$ cat src/rtl/port_pin_mux.sv
module port_pin_mux #(
  parameter int A_W     = 5,
  parameter int B_W     = 8,
  parameter int OD_BITS = 3,
  parameter int N_ANA   = 5,
  parameter int CH_W    = 3
) (
  input  logic           clk,
  input  logic           rst_n,
  input  logic [B_W-1:0] bus_wdata,
  input  logic           wr_a,
  input  logic           wr_b,
  input  logic           rd_pin,
  input  logic           rd_sel_b,
  output logic [B_W-1:0] rd_data,
  input  logic [A_W-1:0] pa_pad,
  input  logic [B_W-1:0] pb_pad,
  input  logic           pwm_en,
  input  logic           pwm_lvl,
  input  logic           idle,
  input  logic           pdown,
  input  logic           adc_en,
  input  logic [CH_W-1:0] adc_ch,
  output logic [A_W-1:0] pa_drive_low,
  output logic [A_W-1:0] pa_drive_high,
  output logic [A_W-1:0] pa_pullup,
  output logic [B_W-1:0] pb_drive_low,
  output logic [B_W-1:0] pb_pullup,
  output logic           int0_n,
  output logic           int1_n,
  output logic           t0_cnt
);
  localparam int PWM_BIT = A_W - 1;

  logic [A_W-1:0] pa_lat, pa_s1, pa_s2;
  logic [B_W-1:0] pb_lat, pb_s1, pb_s2;
  logic [B_W-1:0] ana_bits, rd_block;
  logic           sleep;

  assign sleep = idle | pdown;

  always_ff @(posedge clk or negedge rst_n) begin
    if (!rst_n) begin
      pa_lat <= '1;
      pa_s1  <= '1;
      pa_s2  <= '1;
      pb_lat <= '1;
      pb_s1  <= '1;
      pb_s2  <= '1;
    end else begin
      pa_s1 <= pa_pad;
      pa_s2 <= pa_s1;
      pb_s1 <= pb_pad;
      pb_s2 <= pb_s1;
      if (wr_a && !sleep) pa_lat <= bus_wdata[A_W-1:0];
      if (wr_b && !sleep) pb_lat <= bus_wdata;
    end
  end

  always_comb begin
    for (int i = 0; i < A_W; i++) begin
      pa_drive_low[i]  = ~pa_lat[i];
      pa_drive_high[i] = 1'b0;
      pa_pullup[i]     = (i >= OD_BITS) ? pa_lat[i] : 1'b0;
    end
    if (pwm_en) begin
      pa_pullup[PWM_BIT] = 1'b0;
      if (sleep) begin
        pa_drive_low[PWM_BIT]  = 1'b1;
        pa_drive_high[PWM_BIT] = 1'b0;
      end else begin
        pa_drive_low[PWM_BIT]  = ~pwm_lvl;
        pa_drive_high[PWM_BIT] = pwm_lvl;
      end
    end
  end

  always_comb begin
    ana_bits = '0;
    rd_block = '0;
    if (adc_en) begin
      ana_bits[N_ANA-1:0] = '1;
      if (int'(adc_ch) < N_ANA) rd_block[adc_ch] = 1'b1;
    end
  end

  assign pb_drive_low = ~pb_lat & ~ana_bits;
  assign pb_pullup    =  pb_lat & ~ana_bits;

  assign rd_data = rd_sel_b ? (rd_pin ? (pb_s2 & ~rd_block) : pb_lat)
                            : {{(B_W-A_W){1'b0}}, (rd_pin ? pa_s2 : pa_lat)};

  assign int0_n = pb_s2[N_ANA];
  assign int1_n = pb_s2[N_ANA+1];
  assign t0_cnt = pb_s2[N_ANA+2];
endmodule

$ cat config.mk
export PLATFORM = sky130hd
export DESIGN_NAME = port_pin_mux
export DESIGN_NICKNAME = d
export VERILOG_FILES = /design/src/rtl/port_pin_mux.sv
export SDC_FILE = /design/constraint.sdc
export NUM_CORES = 1
export LEC_CHECK = 0
export BUFFER_PORTS_ARGS = -buffer_cell sky130_fd_sc_hd__buf_2
export CORE_ASPECT_RATIO = 1.25
export CORE_UTILIZATION = 49
export DETAILED_ROUTE_END_ITERATION = 8
export PLACE_DENSITY = 0.92
export SLEW_MARGIN = 30
export SYNTH_ARGS = -nofsm -noshare
export SYNTH_HDL_FRONTEND = slang
export SYNTH_SLANG_ARGS = --single-unit
$ cat constraint.sdc
create_clock -name clk -period 2.8 [get_ports clk]
set_clock_uncertainty 0.15 [all_clocks]
set_input_delay 0.42 -clock clk [delete_from_list [all_inputs] [get_ports clk]]
set_output_delay 0.42 -clock clk [all_outputs]
set_load 0.02 [all_outputs]
==> out/results.ini <==
[clocking]
path_clk_slew_ps=70
cts_root_buf=clkbuf_8
cts_setup_buffers=0
clk_latency_ps=280
tritoncts=built
cts_buffers=5
cts_resized=0
clock_path_buffers=2
cts.htree.levels=2
cts_hold_buf=0
cts_sinks=39

[global_route]
grt_pass1_wl_um=4810
grt_max_degree=40
gr-total-overflow=0
gr-usage-all-layers=0.199
grt_pass1_vias=1060
antenna_found_initial=0

[timing]
fin_crit_ps=2140
report.final.slew_viol_count=0
slew_headroom=0.480
setup_ws_ps=662
post-route-period-util=0.763
fmax_mhz=468
fin_tns_setup_ps=0
worstMarginPinSlew_ps=779
hold_violations=0
rsz0062_at_grt=false
setup_viol=0

[power_and_ir_drop]
p_leak_uw=0.000969
power_density_nw_per_um2=673
vdd_drop_max_v=0.000539

[route]
vias_per_cell=4.89
firstDrtPassIters=4
avgRoutedWirePerCell_um=14.0
vias=1105
wl_um=3160
drc=0
ant_nets=0
first_iter_violations=26

[worst_setup_path]
worst-endpoint-required_ps=2230
cp-start-kind=primary input
worstPathArrival_ps=1570
r2r_cells=1
rr_startpoint=pb_lat[3]
endpoint_kind=output port
path_class=in2out
ff2ff_setup_slack_ps=1870
crit_path_max_fanout=12
r2r_end=pb_lat[3]
crit_start=rd_pin
cp-endpoint=rd_data[3]

[yosys]
ys_top_cells_by_area=dfstp_2 (62%), mux2_2 (8.9%), buf_4 (5.9%), nor2b_1 (4.6%), mux4_1 (3.2%)
async_flop_share=1.00
synth_warnings=0
synth_seq_cells=39
synth_cell_types=20
netlist_instances=123
synth.avg_cell_area_um2=13.4
seq_area_frac_synth=0.623
synth_commonest_cells=dfstp_2 (39), buf_4 (13), mux2_2 (13)
synth_top_area_share=0.623
synth.cell_area_um2=1650
synth-edff-count=0
yosysTopAreaCell=dfstp_2
yosysMostFrequentCell=dfstp_2
synth_ff_type=dfstp_2

[floorplanning]
io_pins=77
die_x_um=53.8
die_area_um2=3600
die_height_um=66.8
coreArea_um2=3190
start_util=0.515
rows=23

[placed_design]
dp.cells=218
portBuffers=69
place_hpwl_um=2310
dp_slack_ps=667
place.gp.congestion=0.721

[final_layout]
drive_above_1_share=0.672
fin_cells=226
fillers=248
layout.nets=223
diodes=0
area_delta_synth_final_pct=23.0

[run]
maxCapViolations=0

[run_status]
run_status=completed

[hold_path]
hold_class=in2reg

## worst min path at each step
| stage | start | end | slack, ps | cells after the start |
|---|---|---|---|---|
| after CTS | pb_pad[4] | pb_s1[4] | 70 | 1 |
| after global placement | pb_s1[1] | pb_s2[1] | 200 | 0 |
| after floorplan | rst_n | pa_lat[0] | 120 | 0 |
| final | pb_pad[4] | pb_s1[4] | 70 | 1 |
| after global routing | pb_pad[6] | pb_s1[6] | 60 | 1 |
| after detailed placement | pb_s1[3] | pb_s2[3] | 200 | 0 |
## power breakdown
part / internal [uW] / total [uW] / switching (uW) / leakage, uW
clock network: 174 / 353 / 178 / 0.0000422
registers: 661 / 700 / 39.1 / 0.000410
logic: 127 / 311 / 183 / 0.000517
total: 962 / 1360 / 401 / 0.000969
## routing by layer
layer	global-route usage	routed length [um]
met5	0	0
met4	0.0855	62
met3	0.0662	239
met2	0.341	1750
met1	0.216	1110
## cell families after synthesis
kind of cell,Yosys count,share of synthesized area
muxes,18,0.139
and+or+nand+nor,28,0.0943
DFF,39,0.623
other,1,0.00228
buffers and inverters,26,0.0912
AOI/OAI and AO/OA,11,0.0502
## stage by stage
| step | utilization | hold WS (ps) | area, um2 | total power [uW] |
|---|---|---|---|---|
| 3_3_place_gp | 0.608 | 196 | 1940 | 1010 |
| 5_1_grt | 0.634 | 61.7 | 2020 | 1430 |
| 2_1_floorplan | - | 122 | 1670 | 919 |
| 4_1_cts | 0.634 | 65.2 | 2020 | 1380 |
| 6_report | 0.634 | 73.4 | 2020 | 1360 |
| 3_5_place_dp | 0.608 | 197 | 1940 | 1020 |
## critical path: stages
cell and delay, ps:
buf_2 250, mux4_1 570, a21boi_0 140, buf_2 170
## cells in the final DEF, fill, tap and decap left out, drive strengths merged
master,synthesis,final
clkinv,0,1
a21boi,2,2
nand4,1,1
and2,2,2
dfstp,39,39
a31oi,3,3
mux2,13,13
inv,9,9
mux2i,3,3
conb,1,7
buf,15,69
and3,1,1
nor2,8,8
clkbuf,2,7
nor2b,12,12
mux4,2,2
nand2b,4,4
o311ai,3,3
a211oi,3,3
## flip-flops by register name (all words and copies together) (netlist names)
name,cells
pa_s2,5
pb_s2,8
pa_s1,5
pa_lat,5
pb_s1,8
pb_lat,8
## final cells by class
type                       count  area [um2]  share of cell area
sequential                    39        1020               0.506
multi-input combinational     64         493               0.244
timing repair buffer          69         345               0.171
clock buffer                   7        76.3              0.0377
tap                           37        46.3              0.0229
inverter                       9        33.8              0.0167
clock inverter                 1        5.00             0.00247
Power figures use the tool's default switching activity.
